[src/rtl/muldiv_pkg.sv]
package muldiv_pkg;

    typedef enum logic [1:0] {
        ST_IDLE = 2'd0,
        ST_PREP = 2'd1,
        ST_RUN  = 2'd2,
        ST_FIX  = 2'd3
    } md_state_e;

    typedef enum logic {
        KIND_MUL = 1'b0,
        KIND_DIV = 1'b1
    } md_kind_e;

endpackage

[src/rtl/md_ctrl.sv]
module md_ctrl
    import muldiv_pkg::*;
#(
    parameter int W = 32
) (
    input  logic clk,
    input  logic rst_n,
    input  logic start_i,
    output logic accept_o,
    output logic init_o,
    output logic step_o,
    output logic finish_o,
    output logic busy_o,
    output logic done_o
);
    localparam int CNT_W = $clog2(W);
    localparam logic [CNT_W-1:0] LAST_STEP = CNT_W'(W - 1);

    md_state_e        state_q, state_d;
    logic [CNT_W-1:0] cnt_q;
    logic             done_q;

    // next-state selection
    always_comb begin
        state_d = state_q;
        unique case (state_q)
            ST_IDLE: if (start_i) state_d = ST_PREP;
            ST_PREP: state_d = ST_RUN;
            ST_RUN:  if (cnt_q == LAST_STEP) state_d = ST_FIX;
            ST_FIX:  state_d = ST_IDLE;
            default: state_d = ST_IDLE;
        endcase
    end

    // state register, step counter and done pulse
    always_ff @(posedge clk or negedge rst_n) begin
        if (!rst_n) begin
            state_q <= ST_IDLE;
            cnt_q   <= '0;
            done_q  <= 1'b0;
        end else begin
            state_q <= state_d;
            done_q  <= (state_q == ST_FIX);
            if (state_q == ST_RUN) cnt_q <= cnt_q + 1'b1;
            else                   cnt_q <= '0;
        end
    end

    // outputs decoded from the state
    always_comb begin
        accept_o = 1'b0;
        init_o   = 1'b0;
        step_o   = 1'b0;
        finish_o = 1'b0;
        busy_o   = 1'b1;
        unique case (state_q)
            ST_IDLE: begin
                busy_o   = 1'b0;
                accept_o = start_i;
            end
            ST_PREP: init_o   = 1'b1;
            ST_RUN:  step_o   = 1'b1;
            ST_FIX:  finish_o = 1'b1;
            default: busy_o   = 1'b0;
        endcase
    end

    assign done_o = done_q;

    assert_accept_raises_busy_R2: assert property (@(posedge clk) disable iff (!rst_n)
        accept_o |=> busy_o);

    assert_done_ends_busy_R2: assert property (@(posedge clk) disable iff (!rst_n)
        done_o |-> !busy_o);

    assert_done_single_cycle_R9: assert property (@(posedge clk) disable iff (!rst_n)
        done_o |=> !done_o);

endmodule

[src/rtl/md_magnitude.sv]
module md_magnitude #(
    parameter int W = 32
) (
    input  logic [W-1:0] val_i,
    input  logic         signed_i,
    output logic [W-1:0] mag_o,
    output logic         neg_o
);
    always_comb begin
        neg_o = signed_i & val_i[W-1];
        mag_o = neg_o ? (~val_i + 1'b1) : val_i;
    end
endmodule

[src/rtl/md_engine.sv]
module md_engine
    import muldiv_pkg::*;
#(
    parameter int W = 32
) (
    input  logic         clk,
    input  logic         rst_n,
    input  logic         init_i,
    input  logic         step_i,
    input  md_kind_e     kind_i,
    input  logic [W-1:0] mag_a_i,
    input  logic [W-1:0] mag_b_i,
    output logic [W-1:0] upper_o,
    output logic [W-1:0] lower_o
);
    // upper: running product half / partial remainder
    // lower: multiplier bits / dividend bits then quotient bits
    // oper : multiplicand / divisor
    logic [W-1:0] upper_q, lower_q, oper_q;
    logic [W-1:0] upper_d, lower_d;

    logic [W:0]   sum;
    logic [W:0]   shifted;
    logic [W-1:0] trial;
    logic         fits;

    always_comb begin
        sum     = {1'b0, upper_q} + (lower_q[0] ? {1'b0, oper_q} : '0);
        shifted = {upper_q, lower_q[W-1]};
        trial   = shifted[W-1:0] - oper_q;
        fits    = (shifted >= {1'b0, oper_q});
        if (kind_i == KIND_MUL) begin
            upper_d = sum[W:1];
            lower_d = {sum[0], lower_q[W-1:1]};
        end else if (fits) begin
            upper_d = trial;
            lower_d = {lower_q[W-2:0], 1'b1};
        end else begin
            upper_d = shifted[W-1:0];
            lower_d = {lower_q[W-2:0], 1'b0};
        end
    end

    always_ff @(posedge clk or negedge rst_n) begin
        if (!rst_n) begin
            upper_q <= '0;
            lower_q <= '0;
            oper_q  <= '0;
        end else if (init_i) begin
            upper_q <= '0;
            if (kind_i == KIND_MUL) begin
                lower_q <= mag_b_i;
                oper_q  <= mag_a_i;
            end else begin
                lower_q <= mag_a_i;
                oper_q  <= mag_b_i;
            end
        end else if (step_i) begin
            upper_q <= upper_d;
            lower_q <= lower_d;
        end
    end

    assign upper_o = upper_q;
    assign lower_o = lower_q;

    // restoring division keeps the partial remainder below a nonzero divisor
    assert_rem_below_divisor_R5: assert property (@(posedge clk) disable iff (!rst_n)
        ($past(step_i) && kind_i == KIND_DIV && oper_q != '0) |-> (upper_q < oper_q));

endmodule

[src/rtl/md_fixup.sv]
module md_fixup
    import muldiv_pkg::*;
#(
    parameter int W = 32
) (
    input  md_kind_e     kind_i,
    input  logic         neg_a_i,
    input  logic         neg_b_i,
    input  logic         zero_div_i,
    input  logic [W-1:0] raw_hi_i,
    input  logic [W-1:0] raw_lo_i,
    output logic [W-1:0] hi_o,
    output logic [W-1:0] lo_o
);
    localparam int W2 = 2 * W;

    logic [W2-1:0] prod;

    always_comb begin
        prod = {raw_hi_i, raw_lo_i};
        if (neg_a_i ^ neg_b_i) prod = ~prod + 1'b1;
        if (kind_i == KIND_MUL) begin
            hi_o = prod[W2-1:W];
            lo_o = prod[W-1:0];
        end else begin
            // remainder follows the dividend's sign
            hi_o = neg_a_i ? (~raw_hi_i + 1'b1) : raw_hi_i;
            if (zero_div_i)                lo_o = '1;
            else if (neg_a_i ^ neg_b_i)    lo_o = ~raw_lo_i + 1'b1;
            else                           lo_o = raw_lo_i;
        end
    end
endmodule

[src/rtl/muldiv_seq.sv]
module muldiv_seq
    import muldiv_pkg::*;
#(
    parameter int W = 32
) (
    input  logic         clk,
    input  logic         rst_n,
    input  logic         start,
    input  logic         op_div,
    input  logic         op_signed,
    input  logic [W-1:0] opa,
    input  logic [W-1:0] opb,
    output logic         busy,
    output logic         done,
    output logic [W-1:0] hi,
    output logic [W-1:0] lo
);
    localparam int LATENCY = W + 3;
    localparam int LAT_W   = $clog2(LATENCY + 1);

    logic accept, init, step, finish;

    md_kind_e     kind_q;
    logic         sgn_q;
    logic [W-1:0] a_q, b_q;
    logic [W-1:0] hi_q, lo_q;

    md_ctrl #(.W(W)) u_ctrl (
        .clk      (clk),
        .rst_n    (rst_n),
        .start_i  (start),
        .accept_o (accept),
        .init_o   (init),
        .step_o   (step),
        .finish_o (finish),
        .busy_o   (busy),
        .done_o   (done)
    );

    // request capture on accept
    always_ff @(posedge clk or negedge rst_n) begin
        if (!rst_n) begin
            kind_q <= KIND_MUL;
            sgn_q  <= 1'b0;
            a_q    <= '0;
            b_q    <= '0;
        end else if (accept) begin
            kind_q <= md_kind_e'(op_div);
            sgn_q  <= op_signed;
            a_q    <= opa;
            b_q    <= opb;
        end
    end

    // operand magnitudes
    logic [W-1:0] opnd [2];
    logic [W-1:0] mag  [2];
    logic         neg  [2];

    assign opnd[0] = a_q;
    assign opnd[1] = b_q;

    for (genvar g = 0; g < 2; g++) begin : g_mag
        md_magnitude #(.W(W)) u_mag (
            .val_i    (opnd[g]),
            .signed_i (sgn_q),
            .mag_o    (mag[g]),
            .neg_o    (neg[g])
        );
    end

    logic [W-1:0] raw_hi, raw_lo, fix_hi, fix_lo;
    logic         zero_div;

    assign zero_div = (b_q == '0);

    md_engine #(.W(W)) u_engine (
        .clk     (clk),
        .rst_n   (rst_n),
        .init_i  (init),
        .step_i  (step),
        .kind_i  (kind_q),
        .mag_a_i (mag[0]),
        .mag_b_i (mag[1]),
        .upper_o (raw_hi),
        .lower_o (raw_lo)
    );

    md_fixup #(.W(W)) u_fixup (
        .kind_i     (kind_q),
        .neg_a_i    (neg[0]),
        .neg_b_i    (neg[1]),
        .zero_div_i (zero_div),
        .raw_hi_i   (raw_hi),
        .raw_lo_i   (raw_lo),
        .hi_o       (fix_hi),
        .lo_o       (fix_lo)
    );

    // result registers
    always_ff @(posedge clk or negedge rst_n) begin
        if (!rst_n) begin
            hi_q <= '0;
            lo_q <= '0;
        end else if (finish) begin
            hi_q <= fix_hi;
            lo_q <= fix_lo;
        end
    end

    assign hi = hi_q;
    assign lo = lo_q;

    // latency observer for the assertion below
    logic [LAT_W-1:0] lat_q;
    always_ff @(posedge clk or negedge rst_n) begin
        if (!rst_n)      lat_q <= '0;
        else if (accept) lat_q <= LAT_W'(1);
        else if (busy)   lat_q <= lat_q + 1'b1;
    end

    assert_fixed_latency_R2: assert property (@(posedge clk) disable iff (!rst_n)
        done |-> (lat_q == LAT_W'(LATENCY)));

    assert_operands_held_R8: assert property (@(posedge clk) disable iff (!rst_n)
        busy |=> ($stable(a_q) && $stable(b_q) && $stable(kind_q) && $stable(sgn_q)));

    assert_div_zero_all_ones_R7: assert property (@(posedge clk) disable iff (!rst_n)
        (done && kind_q == KIND_DIV && b_q == '0) |-> (lo_q == '1 && hi_q == a_q));

    assert_results_hold_R9: assert property (@(posedge clk) disable iff (!rst_n)
        (hi_q != $past(hi_q) || lo_q != $past(lo_q)) |-> done);

endmodule

[config.mk]
export PLATFORM = sky130hd
export DESIGN_NAME = muldiv_seq
export DESIGN_NICKNAME = d
export VERILOG_FILES = /design/src/rtl/muldiv_pkg.sv /design/src/rtl/md_ctrl.sv /design/src/rtl/md_magnitude.sv /design/src/rtl/md_engine.sv /design/src/rtl/md_fixup.sv /design/src/rtl/muldiv_seq.sv
export SDC_FILE = /design/constraint.sdc
export NUM_CORES = 1
export LEC_CHECK = 0
export BUFFER_PORTS_ARGS = -buffer_cell sky130_fd_sc_hd__buf_2
export CAP_MARGIN = 20
export CELL_PAD_IN_SITES_DETAIL_PLACEMENT = 1
export CELL_PAD_IN_SITES_GLOBAL_PLACEMENT = 2
export CORE_ASPECT_RATIO = 1.4
export CORE_MARGIN = 8
export CORE_UTILIZATION = 30
export CTS_BUF_LIST = sky130_fd_sc_hd__clkbuf_8
export DETAILED_ROUTE_END_ITERATION = 10
export PLACE_DENSITY_LB_ADDON = 0.08
export SYNTH_ARGS = -nofsm -noshare
export SYNTH_HDL_FRONTEND = slang
export SYNTH_SLANG_ARGS = --single-unit
[constraint.sdc]
create_clock -name clk -period 3.1 [get_ports clk]
set_clock_uncertainty 0.05 [all_clocks]
set_input_delay 0.465 -clock clk [delete_from_list [all_inputs] [get_ports clk]]
set_output_delay 0.465 -clock clk [all_outputs]
set_load 0.01 [all_outputs]
==> impl_results.md <==
* Outcome: complete, but fails checks
* Failing checks: setup timing
* Total track usage at 24.1%
* Ys flop type: dfrtp_1
* Gr ovfl total at 0
* Layout net count at 2650
* Element type at the critical path end: register
* Yosys cell types at 80
* Clock root buffer: clkbuf_8
* DRC at 0
* Warnings, synthesis at 0
* Worst r2r path cells at 15
* FMAX at 317 MHz
* Fin. Hold Viols at 0
* Synthesized area per cell at 8.40 sq um
* Die Wd at 216 um
* Clock Path Buffers at 3
* Vias per cell at 5.35
* Hold Crit Class: in2reg
* Measured slew at the worst slew-check pin at 1050 ps
* Clock edge transition at the registers on the reported setup and hold paths at 70 ps
* Hold Path End: b_q[4]
* Detailed Route WL at 79600 um
* Largest net degree at the start of global routing at 128
* Num CTS Buffers at 44
* I/O pins at 135
* RSZ-0062 raised after global routing: yes
* First-pass GRT wire length at 117000 um
* Vias in the first global route at 19200
* Critical path data arrival time at 3600 ps
* Pins Over Slew Limit at 0
* Post-DRT Antenna Nets at 0
* Initial antenna violation count at 1
* Htree depth at 2
* Port bufs at 134
* First-pass detailed-route iteration total at 5
* Final Cycle Share at 102%
* Most frequent cells in the layout: buf_4, dfrtp_1, nor2_1, a21oi_1, nand2_1
* EDFF count, synth at 0
* Min Tclk post-route at 3160 ps
* CP Data Required Time at 3540 ps
* Max cap viols at 0
* P&R area growth vs syn at 42.3%
* Starting density of the core at 30.3%
* DR WL/cell at 24.4 um
* Commonest non-fill, non-tap cell in the layout: buf_4
* Hold_sp: opb[4]
* Worst reg-to-reg setup slack at -60 ps
* Yosys reg bits at 234
* CP startpoint kind: register
* Iter 0 DRT Violations at 777
* Post-synthesis net count at 2139
* Crit Path Class: reg2reg
* Core region area at 0.0553 sq mm
* Post-Syn Instances at 1993
* Post-DP HPWL at 62200 um
* Reg2reg end: u_engine.upper_o[24]
* Site Rows at 102
* Clk sinks at 234
* Reg-to-reg startpoint: u_engine.lower_o[0]
* Asr flop ratio synth at 100%
* Die area at 0.0637 sq mm
* Relative slew margins at 29.7%
* GPL Wtd Cong at 0.921
* FILL cells at 6492
* Hold depth at 2
* PnR worst setup slack at -56.1 ps
* Crit path max fanout at 5
* Mapped Area at 0.0167 sq mm
* Die Ht at 295 um
* Clk_lat worst skew at 630 ps
* Setup Viol. Count Final at 4
* Share of cells above drive strength 1 at 34.7%
* Final TNS setup at -166 ps
* Via count at 17500
* CTS tree: yes
* Seq/Total Area, Yosys at 35.0%
what timing repair did:
action / 4_1_cts / 5_1_grt
gates cloned: 4 / 0
buffers inserted: 22 / 26
hold buffers: 55 / 0
pin swaps: 52 / 118
gates resized for setup: 109 / 173
endpoints found under the setup margin: 35 / 68
hold endpoints to repair: 114 / 0
per-layer routing:
metal / vias to the layer above / GRT usage (%) / share of wire, %
met5: - / 0 / 0
met4: 0 / 15.1 / 7.1
met3: 195 / 2.78 / 2.8
met2: 378 / 46.2 / 54
met1: 8765 / 24.5 / 36
li1: 8134 / - / -
worst max-delay path: stages (launching register included):
cell	delay (ps)
dfrtp_1	380
buf_6	120
clkinvlp_4	160
buf_12	190
nor2_2	80
ha_1	280
a21oi_2	180
o211ai_1	200
a211oi_4	340
buf_4	170
o211ai_1	130
a21oi_2	240
a21boi_2	80
xor2_1	170
o21ai_1	140
o22ai_1	90
cells by family (layout without fill, tap and decap cells):
kind of cell    after synthesis  in the layout  share of synthesized area [%]
compound gates              583            583                           21.3
xor+xnor                    171            171                           8.95
fa+ha+maj                    77             77                           5.85
buf+inv                     207            750                           4.70
flops                       234            234                           35.0
mux                         107            107                           7.18
other cells                   0              1                              0
simple gates                614            614                           17.0
through the flow:
stage / setup WS [ps] / std cells / util (%) / area (sq um) / hold slack, ps
floorplan: 45.7 / 1993 / - / 16700 / 119
global placement: -184 / 3086 / 37.3 / 20600 / 395
detailed placement: -273 / 3086 / 37.3 / 20600 / 404
CTS: -82.1 / 3243 / 41.4 / 22900 / 0.289
global route: -209 / 3265 / 43.1 / 23800 / 6.70
finish: -56.1 / 3265 / 43.1 / 23800 / 43.9
final cells by class:
type | count | area [sq um] | share of cell area [%]
Multi-Input combinational cell | 1552 | 11300 | 47.5
Sequential cell | 234 | 5860 | 24.6
Timing Repair Buffer | 574 | 4380 | 18.4
Tap cell | 728 | 911 | 3.83
Clock buffer | 59 | 812 | 3.41
Inverter | 98 | 372 | 1.56
Clock inverter | 19 | 159 | 0.667
Antenna cell | 1 | 2.50 | 0.0105
Yosys cell counts, drive strengths merged (30+ instances only):
| cell | instances | area [sq um] |
|---|---|---|
| a211oi | 34 | 255 |
| a21oi | 215 | 1080 |
| a31oi | 30 | 188 |
| clkbuf | 95 | 357 |
| dfrtp | 234 | 5860 |
| ha | 75 | 938 |
| inv | 97 | 364 |
| mux2 | 84 | 946 |
| nand2 | 150 | 563 |
| nand3 | 30 | 150 |
| nor2 | 253 | 968 |
| nor3 | 36 | 180 |
| o21ai | 137 | 686 |
| xnor2 | 102 | 893 |
| xor2 | 69 | 604 |
state kept, by name (all words and copies together) (netlist names):
| register | count |
|---|---|
| a_q | 32 |
| lo | 32 |
| sgn_q | 1 |
| u_engine.lower_o | 32 |
| kind_q | 1 |
| u_ctrl.done_o | 1 |
| hi | 32 |
| u_engine.upper_o | 32 |
| u_engine.oper_q | 32 |
| u_ctrl.cnt_q | 5 |
| u_ctrl.state_q | 2 |
| b_q | 32 |
worst max path at each step:
stage / from / end / slack, ps / cells past startpoint
final: u_engine.lower_o[0] / u_engine.upper_o[24] / -60 / 15
after global routing: u_engine.lower_o[0] / u_engine.upper_o[24] / -210 / 15
after CTS: u_engine.lower_o[0] / u_engine.upper_o[29] / -80 / 15
after detailed placement: u_engine.lower_o[0] / u_engine.upper_o[27] / -270 / 15
after global placement: u_engine.lower_o[0] / u_engine.upper_o[22] / -180 / 16
after floorplan: u_engine.lower_o[31] / u_engine.upper_o[18] / 50 / 13
Power is left out: the tool's default activity adds up to more than one toggle a clock period on the data nets, which glitch-free logic cannot reach.
